### src/rtl/hs_chirp_seq.sv
module hs_chirp_seq #(
  parameter int CLK_MHZ     = 60,
  parameter int T_DET_NS    = 2500,
  parameter int T_START_NS  = 100000,
  parameter int T_CHIRP_NS  = 1500000,
  parameter int T_KJ_NS     = 2500,
  parameter int T_JDEB_NS   = 100000,
  parameter int T_REVERT_NS = 3050000,
  parameter int T_RESAMP_NS = 300000
) (
  input  logic       clk,
  input  logic       rst_n,
  input  logic [1:0] line_st,
  output logic       term_hs,
  output logic       hs_en,
  output logic       tx_chirp_k,
  output logic       fs_fallback
);

  function automatic int cyc(input int ns);
    longint p;
    p = (longint'(ns) * longint'(CLK_MHZ) + longint'(999)) / longint'(1000);
    if (p < longint'(1)) p = longint'(1);
    return int'(p);
  endfunction

  function automatic int mx(input int a, input int b);
    return (a > b) ? a : b;
  endfunction

  localparam int C_DET    = cyc(T_DET_NS);
  localparam int C_START  = cyc(T_START_NS);
  localparam int C_CHIRP  = cyc(T_CHIRP_NS);
  localparam int C_KJ     = cyc(T_KJ_NS);
  localparam int C_JDEB   = cyc(T_JDEB_NS);
  localparam int C_REVERT = cyc(T_REVERT_NS);
  localparam int C_RESAMP = cyc(T_RESAMP_NS);
  localparam int C_MAX    = mx(mx(mx(C_CHIRP, C_REVERT), mx(C_START, C_RESAMP)),
                               mx(C_JDEB, mx(C_DET, C_KJ)));
  localparam int CW       = $clog2(C_MAX + 1) + 1;

  localparam logic [CW-1:0] SAT      = '1;
  localparam logic [CW-1:0] M_DET    = CW'(C_DET - 1);
  localparam logic [CW-1:0] M_START  = CW'(C_START - 1);
  localparam logic [CW-1:0] M_CHIRP  = CW'(C_CHIRP - 1);
  localparam logic [CW-1:0] M_KJ     = CW'(C_KJ - 1);
  localparam logic [CW-1:0] M_JDEB   = CW'(C_JDEB - 1);
  localparam logic [CW-1:0] M_REVERT = CW'(C_REVERT - 1);
  localparam logic [CW-1:0] M_RESAMP = CW'(C_RESAMP - 1);
  localparam logic [CW-1:0] N_CHIRP  = CW'(C_CHIRP);

  localparam logic [1:0] LS_SE0 = 2'b00;
  localparam logic [1:0] LS_J   = 2'b01;
  localparam logic [1:0] LS_K   = 2'b10;

  typedef enum logic [2:0] {
    ST_FS_IDLE, ST_RST_WAIT, ST_CHIRP, ST_LISTEN, ST_HS, ST_REVERT
  } st_t;

  st_t           state, st_n;
  logic [1:0]    line_q;
  logic [CW-1:0] hold, st_cnt;
  logic [2:0]    kj_cnt;
  logic          fb_q;

  wire       chg     = line_st != line_q;
  wire       se0_det = (line_q == LS_SE0) && (hold >= M_DET);
  wire       se0_rev = (line_q == LS_SE0) && (hold >= M_REVERT);
  wire       j_long  = (line_q == LS_J) && (hold >= M_JDEB);
  wire [1:0] exp_lvl = kj_cnt[0] ? LS_J : LS_K;
  wire       kj_ok   = chg && (line_q == exp_lvl) && (hold >= M_KJ);

  always_ff @(posedge clk or negedge rst_n) begin
    if (!rst_n) begin
      line_q <= LS_J;
      hold   <= '0;
    end else begin
      line_q <= line_st;
      hold   <= chg ? '0 : (hold == SAT) ? hold : hold + 1'b1;
    end
  end

  always_comb begin
    st_n = state;
    unique case (state)
      ST_FS_IDLE:  if (se0_det) st_n = ST_RST_WAIT;
      ST_RST_WAIT: if (j_long) st_n = ST_FS_IDLE;
                   else if (st_cnt == M_START) st_n = ST_CHIRP;
      ST_CHIRP:    if (st_cnt == M_CHIRP) st_n = ST_LISTEN;
      ST_LISTEN:   if (j_long) st_n = ST_FS_IDLE;
                   else if (kj_ok && kj_cnt == 3'd5) st_n = ST_HS;
      ST_HS:       if (se0_rev) st_n = ST_REVERT;
      ST_REVERT:   if (st_cnt == M_RESAMP)
                     st_n = (line_st == LS_SE0) ? ST_CHIRP : ST_FS_IDLE;
      default:     st_n = ST_FS_IDLE;
    endcase
  end

  always_ff @(posedge clk or negedge rst_n) begin
    if (!rst_n) begin
      state  <= ST_FS_IDLE;
      st_cnt <= '0;
      kj_cnt <= '0;
      fb_q   <= 1'b0;
    end else begin
      state  <= st_n;
      st_cnt <= (st_n != state) ? '0 : (st_cnt == SAT) ? st_cnt : st_cnt + 1'b1;
      if (state != ST_LISTEN) kj_cnt <= '0;
      else if (chg)           kj_cnt <= kj_ok ? kj_cnt + 3'd1 : 3'd0;
      if (state == ST_LISTEN && st_n == ST_FS_IDLE)
        fb_q <= 1'b1;
      else if (st_n == ST_RST_WAIT || (state == ST_REVERT && st_n == ST_CHIRP))
        fb_q <= 1'b0;
    end
  end

  assign term_hs     = state == ST_HS;
  assign hs_en       = state == ST_HS;
  assign tx_chirp_k  = state == ST_CHIRP;
  assign fs_fallback = fb_q;

  logic [CW-1:0] ast_k_len;
  always_ff @(posedge clk or negedge rst_n) begin
    if (!rst_n) ast_k_len <= '0;
    else        ast_k_len <= !tx_chirp_k ? '0 : (ast_k_len == SAT) ? ast_k_len : ast_k_len + 1'b1;
  end

  AST_CHIRP_MIN_LEN: assert property (@(posedge clk) disable iff (!rst_n)
    $fell(tx_chirp_k) |-> ast_k_len >= N_CHIRP);
  AST_HS_FROM_LISTEN: assert property (@(posedge clk) disable iff (!rst_n)
    $rose(hs_en) |-> $past(state) == ST_LISTEN);
  AST_FALLBACK_ON_J: assert property (@(posedge clk) disable iff (!rst_n)
    $rose(fs_fallback) |-> !hs_en && $past(line_q) == LS_J);
  AST_REVERT_ON_SE0: assert property (@(posedge clk) disable iff (!rst_n)
    $fell(hs_en) |-> $past(line_q) == LS_SE0);
  AST_ACTIVITY_KEEPS_HS: assert property (@(posedge clk) disable iff (!rst_n)
    (hs_en && line_q != LS_SE0) |=> hs_en);
  AST_RESAMPLE_SE0: assert property (@(posedge clk) disable iff (!rst_n)
    (state == ST_CHIRP && $past(state) == ST_REVERT) |-> $past(line_st) == LS_SE0);

endmodule

### config.mk
export PLATFORM = sky130hd
export DESIGN_NAME = hs_chirp_seq
export DESIGN_NICKNAME = d
export VERILOG_FILES = /design/src/rtl/hs_chirp_seq.sv
export SDC_FILE = /design/constraint.sdc
export NUM_CORES = 1
export LEC_CHECK = 0
export CAP_MARGIN = 20
export CORE_MARGIN = 4
export CORE_UTILIZATION = 40
export DETAILED_ROUTE_END_ITERATION = 10
export GPL_TIMING_DRIVEN = 0
export PLACE_DENSITY_LB_ADDON = 0.2
export SETUP_SLACK_MARGIN = 0.05
export SLEW_MARGIN = 10
export SYNTH_ARGS = -nofsm -noshare
export SYNTH_HDL_FRONTEND = slang
export SYNTH_SLANG_ARGS = --single-unit
### constraint.sdc
create_clock -name clk -period 2.55 [get_ports clk]
set_input_delay 0.255 -clock clk [delete_from_list [all_inputs] [get_ports clk]]
set_output_delay 0.255 -clock clk [all_outputs]
set_load 0.02 [all_outputs]
==> reports/qor.csv, run 1 <==
stage;metric;value;unit
worst_setup_path;CP most frequent cell;a21oi_2;
logic_synthesis;Syn Area/Cell;8.66;um^2
sta;actual slew at the worst max-slew pin;0.618;ns
sta;RSZ-0062 raised after global routing;yes;
worst_setup_path;R2R depth;8;
worst_setup_path;crit path max fanout;5;
outcome;status;complete, no violations;
grt;initial antenna violation count;0;
worst_setup_path;CP max stage delay;0.54;ns
drt;Total Wirelength;6880;um
grt;first-pass GRT wire length;11800;um
floorplanning;Starting Density;42.3;%
floorplanning;IO Count;8;
place;Final Wtd Congestion;0.838;
layout;nets;378;
layout;n_diodes;0;
sta;Setup Viol. Count Final;0;
clock_tree;CTS Buffer Depth;2;
place;detailed-placement wirelength estimate;4710;um
worst_setup_path;CP Launch Type;flop;
drt;routed via count;2592;
drt;DRC errors left;0;
worst_setup_path;crit-path cells;or4_1 -> or4_4 -> o21ai_2 -> a21oi_2 -> or3_4 -> buf_6 -> clkbuf_16 -> a21oi_2;
grt;Total GRT Usage;16.4;%
floorplanning;DIE WIDTH;93.6;um
logic_synthesis;Mapped Area;2930;um^2
grt;number of global-route vias before repair;2453;
grt;largest net degree at the start of global routing;28;
worst_setup_path;CP required;2.79;ns
logic_synthesis;Synth top area share;39.2;%
clock_tree;CTS tree;built;
layout;share of layout cells above drive strength 1;20.5;%
logic_synthesis;sequential-to-total area share from yosys stat;40.1;%
sta;max_slew headroom;58.7;%
sta;Final TNS setup;0;ns
layout;Fillers;668;
drt;DR WL/cell;14.8;um
worst_hold_path;Hold Crit Class;primary input to asynchronous set/reset pin;
worst_setup_path;Crit. Startpoint;st_cnt[16];
flow_run;max-cap viol count;0;
floorplanning;Die H;93.6;um
logic_synthesis;post-synthesis net count;348;
logic_synthesis;Syn Inst Count;339;
logic_synthesis;#FFs+latches synth;47;
worst_setup_path;slowest cell on the critical path;or4_4;
power;power density over the cells;457;nW/um^2
sta;crit path time final;2.54;ns
worst_setup_path;reg2reg setup slack;0.005;ns
sta;period utilization;99.8;%
sta;final hold violations;0;
clock_tree;CTS Buf Count;5;
drt;iteration-0 DRC count of the detailed router;135;
clock_tree;Root Driver;clkbuf_8;
worst_setup_path;Crit. End Element;flop;
place;Port-buffer cells;7;
power;total chip power;1.62;mW
clock_tree;CTS HTree Levels;2;
layout;synth-to-layout area growth;21.1;%
worst_setup_path;CP Data Arrival Time;2.78;ns
floorplanning;CORE AREA;6940;um^2
logic_synthesis;dominant cells by area after synthesis;dfrtp_1 39%, nand2_1 5.5%, xnor2_1 5.4%;
logic_synthesis;area leader, netlist;dfrtp_1;
logic_synthesis;post-synth cell types;58;
sta;Worst Clk Skew;0.00948;ns
sta;fmax;393;MHz
worst_setup_path;Crit Path Category;flop to flop;
drt;Post-DRT Antenna Nets;0;
clock_tree;clk_lat worst skew;0.30;ns
power;worst vdd ir;0.340;mV
power;leakage;1.38;nW
drt;vias per std cell;5.56;
sta;Slew Viols, Final;0;
grt;GRT overflow;0;
worst_setup_path;Reg-to-Reg Start;st_cnt[16];
clock_tree;Clk pin slew, worst setup/hold paths;0.09;ns
logic_synthesis;Post-synth EDFFs;0;
drt;Initial DRT Pass Iterations;4;
logic_synthesis;Synthesis Warnings;0;
floorplanning;Rows;30;
logic_synthesis;asr flop ratio synth;100;%
worst_setup_path;Setup crit end;st_cnt[17];
floorplanning;Die ar.;8770;um^2
clock_tree;Sink Count;47;
worst_setup_path;reg2reg end;st_cnt[17];
logic_synthesis;Main synth FF type;dfrtp_1;
[placed cells by master, fill, tap and decap left out, types with 3 or more instances in the layout]
cell	count
inv_1	8
o21ai_0	9
dfrtp_1	42
nand2_1	43
nand3b_1	4
buf_4	14
ha_1	5
xor2_1	14
a21oi_2	17
a21oi_1	7
clkbuf_1	13
clkdlybuf4s50_1	6
nor3_1	6
nand2b_1	5
buf_2	3
nand3_1	21
nand4_1	12
dfrtp_2	4
nand3_2	3
and3_1	11
clkbuf_8	7
xnor2_1	18
nor2_1	34
[flip-flops by register name (all words and copies together) (netlist names)]
signal       count
fs_fallback      1
hold            19
kj_cnt           3
line_q           2
st_cnt          19
state            3
[worst max-delay path, delay by kind of cell, from the launching register on]
kind	cells	cell delay (ns)
AND/OR/NAND/NOR	3	1.41
AO/OA/AOI/OAI	3	0.36
flip-flops	1	0.41
buffers and inverters	2	0.31
[report_power, final]
group          leakage [nW]  internal, mW  switching (mW)
Sequential            0.638         0.781          0.0424
Clock                0.0515         0.248           0.252
Combinational         0.691         0.143           0.157
[worst min path at each step]
stage	cells past startpoint	endpoint	slack, ns
4_1_cts	2	hold[9]	0.46
2_1_floorplan	0	fs_fallback	-0.04
6_report	2	hold[9]	0.44
5_1_grt	2	hold[9]	0.48
3_5_place_dp	1	hold[12]	0.24
3_3_place_gp	1	kj_cnt[2]	0.49
[cell usage after synthesis (2+ instances only)]
library cell / instances
dfrtp_1: 46
nand2_1: 43
nor2_1: 35
nand3_1: 24
xnor2_1: 18
clkbuf_1: 15
a21oi_1: 14
xor2_1: 14
nand4_1: 12
and3_1: 11
a21oi_2: 10
o21ai_0: 9
inv_1: 8
nor3_1: 8
ha_1: 5
nand2b_1: 5
nand3b_1: 4
nor4_1: 3
or4_1: 3
a211oi_1: 2
a31oi_1: 2
a41oi_1: 2
and2_1: 2
and4_1: 2
buf_6: 2
mux2_2: 2
nor3b_1: 2
nor4bb_1: 2
o211ai_1: 2
o311ai_1: 2
o31ai_1: 2
or3_1: 2
[metrics by stage]
| step | cells | util [%] | hold WS, ns | setup slack (ns) | instance area (um^2) |
|---|---|---|---|---|---|
| final | 466 | 51.2 | 0.440 | 0.00531 | 3550 |
| after global routing | 466 | 51.2 | 0.484 | -0.0835 | 3550 |
| after CTS | 460 | 49.0 | 0.465 | -0.0200 | 3400 |
| after detailed placement | 443 | 45.5 | 0.243 | -0.442 | 3160 |
| after global placement | 442 | 45.3 | 0.495 | -0.465 | 3140 |
| after floorplan | 339 | - | -0.0406 | 0.0684 | 2950 |
[cells by family (layout without fill, tap and decap cells)]
group / after synthesis / count (layout) / share of synthesized area (%)
fa+ha+maj: 5 / 5 / 2.13
buf+inv: 27 / 58 / 4.14
flops: 47 / 47 / 40.1
simple gates: 165 / 165 / 28.5
mux: 2 / 2 / 0.768
xor+xnor: 32 / 32 / 9.55
compound gates: 61 / 61 / 14.8
[what timing repair did]
action                     CTS  global route
pin swaps                    7             9
hold endpoints to repair    20             0
gates resized for setup     15            23
setup buffers                9             4
cloned                       0             2
hold buffers                 1             0
setup endpoints to repair   25            28
[routing by layer]
layer | vias up | wire [um] | global-route usage [%]
li1 | 1274 | - | -
met1 | 1260 | 3350 | 22.4
met2 | 46 | 3150 | 26.8
met3 | 12 | 243 | 2.74
met4 | 0 | 140 | 4.93
met5 | - | 0 | 0
[layout make-up]
class	count	area [um^2]	area share (%)
Multi-Input combinational cell	265	1790	50.5
Clock buffer	8	100	2.82
Buffer	18	101	2.85
Sequential cell	47	1180	33.3
Inverter	8	30.0	0.845
Timing Repair Buffer	24	226	6.37
Tap cell	96	120	3.38
Power figures use the tool's default switching activity.
==> run 2: changes to the inputs <==
Settings changed: SKIP_CTS_REPAIR_TIMING from default to 1.
==> reports/qor.csv, run 2 (synthesis results as in run 1) <==
stage;metric;value;unit
drt;vias per std cell;5.45;
worst_setup_path;slowest cell on the critical path;or4b_4;
worst_setup_path;Crit path depth;8;
worst_setup_path;Reg-to-Reg Start;st_cnt[15];
layout;non-filler instance count after layout;460;
place;Port-buffer cells;7;
layout;Storage cell area;1180;um^2
sta;RSZ-0062 raised after global routing;yes;
worst_hold_path;Hold Crit Class;primary input to asynchronous set/reset pin;
clock_tree;Root Driver;clkbuf_8;
worst_setup_path;Crit Path Category;flop to flop;
place;Final Wtd Congestion;0.838;
floorplanning;DIE WIDTH;93.6;um
floorplanning;IO Count;8;
worst_setup_path;CP most frequent cell;a21oi_2;
worst_setup_path;top cell family by delay on the critical path;simple AND/OR/NAND/NOR gates;
drt;routed via count;2508;
layout;fin util;49.6;%
sta;Setup Viol. Count Final;10;
grt;largest net degree at the start of global routing;28;
sta;final hold violations;0;
place;# placed instances;443;
drt;Post-DRT Antenna Nets;0;
layout;multi-input logic area;1730;um^2
grt;number of global-route vias before repair;2392;
power;worst vdd ir;0.337;mV
grt;first-pass GRT wire length;11400;um
grt;GRT overflow;0;
sta;Final TNS setup;-0.516;ns
drt;Initial DRT Pass Iterations;4;
worst_setup_path;reg2reg setup slack;-0.06;ns
clock_tree;Clk pin slew, worst setup/hold paths;0.09;ns
layout;nets;372;
layout;n_diodes;0;
clock_tree;CTS Buf Count;5;
power;total chip power;1.60;mW
clock_tree;Sink Count;47;
clock_tree;CTS Buffer Depth;2;
sta;Slew Viols, Final;0;
sta;Worst Clk Skew;0.0126;ns
worst_setup_path;CP max stage delay;0.58;ns
floorplanning;CORE AREA;6940;um^2
floorplanning;Rows;30;
grt;initial antenna violation count;0;
outcome;failing checks;negative setup slack;
sta;actual slew at the worst max-slew pin;1.00;ns
worst_setup_path;reg2reg end;st_cnt[16];
layout;top flop regs;hold (19), st_cnt (19);
floorplanning;Starting Density;42.3;%
layout;share of layout cells above drive strength 1;16.2;%
floorplanning;Die ar.;8770;um^2
flow_run;max-cap viol count;0;
layout;Fillers;664;
clock_tree;clk_lat worst skew;0.30;ns
drt;DR WL/cell;14.4;um
sta;fmax;383;MHz
power;leakage;1.35;nW
worst_setup_path;Critical path buffers and inverters;2;
drt;Total Wirelength;6640;um
outcome;status;complete, but fails checks;
clock_tree;CTS HTree Levels;2;
place;detailed-placement wirelength estimate;4710;um
floorplanning;Die H;93.6;um
drt;iteration-0 DRC count of the detailed router;124;
worst_setup_path;crit-path cells;or4b_4 -> or4_4 -> o21ai_2 -> a21oi_2 -> or3_4 -> buf_8 -> clkbuf_16 -> a21oi_2;
worst_setup_path;crit path max fanout;6;
worst_setup_path;CP Launch Type;flop;
drt;DRC errors left;0;
worst_setup_path;R2R depth;8;
clock_tree;CTS tree;built;
sta;period utilization;102;%
layout;synth-to-layout area growth;17.3;%
sta;crit path time final;2.61;ns
layout;most frequent cells in the layout;43 x nand2_1, 43 x dfrtp_1, 34 x nor2_1;
worst_setup_path;CP required;2.78;ns
worst_setup_path;Crit. End Element;flop;
worst_setup_path;CP Data Arrival Time;2.84;ns
grt;Total GRT Usage;15.8;%
power;power density over the cells;465;nW/um^2
sta;Worst Setup Slack, final;-0.0608;ns
sta;max_slew headroom;33.0;%
run 2: cell type report:
class                           count  share of cell area (%)
Sequential cell                    47                    34.3
Multi-Input combinational cell    265                    50.1
Inverter                            8                   0.872
Tap cell                           96                    3.49
Buffer                             19                    3.34
Clock buffer                        8                    2.91
Timing Repair Buffer               17                    4.94
run 2: worst max path at each step:
stage | from | to | slack [ns]
3_3_place_gp | hold[0] | st_cnt[0] | -0.46
4_1_cts | hold[0] | st_cnt[10] | -0.45
5_1_grt | st_cnt[15] | st_cnt[16] | -0.13
3_5_place_dp | hold[0] | st_cnt[17] | -0.44
2_1_floorplan | st_cnt[16] | st_cnt[2] | 0.07
6_report | st_cnt[15] | st_cnt[16] | -0.06
run 2: routing by layer:
metal  track usage (%)  wire length, um  up-vias
li1                  -                -     1260
met1              21.6             3330     1214
met2              26.0             3070       26
met3              2.90              163        8
met4              3.97               71        0
met5                 0                0        -
run 2: where the power goes:
| group | switching, mW | internal, mW |
|---|---|---|
| logic | 0.145 | 0.133 |
| clock network | 0.253 | 0.248 |
| registers | 0.0422 | 0.781 |
| total | 0.440 | 1.16 |
run 2: stage by stage:
step           instance area, um^2  hold WS [ns]  setup WS, ns
2_1_floorplan                 2950       -0.0406        0.0684
3_3_place_gp                  3140         0.495        -0.465
3_5_place_dp                  3160         0.243        -0.442
4_1_cts                       3260       -0.0851        -0.453
5_1_grt                       3440         0.484        -0.135
6_report                      3440         0.441       -0.0608
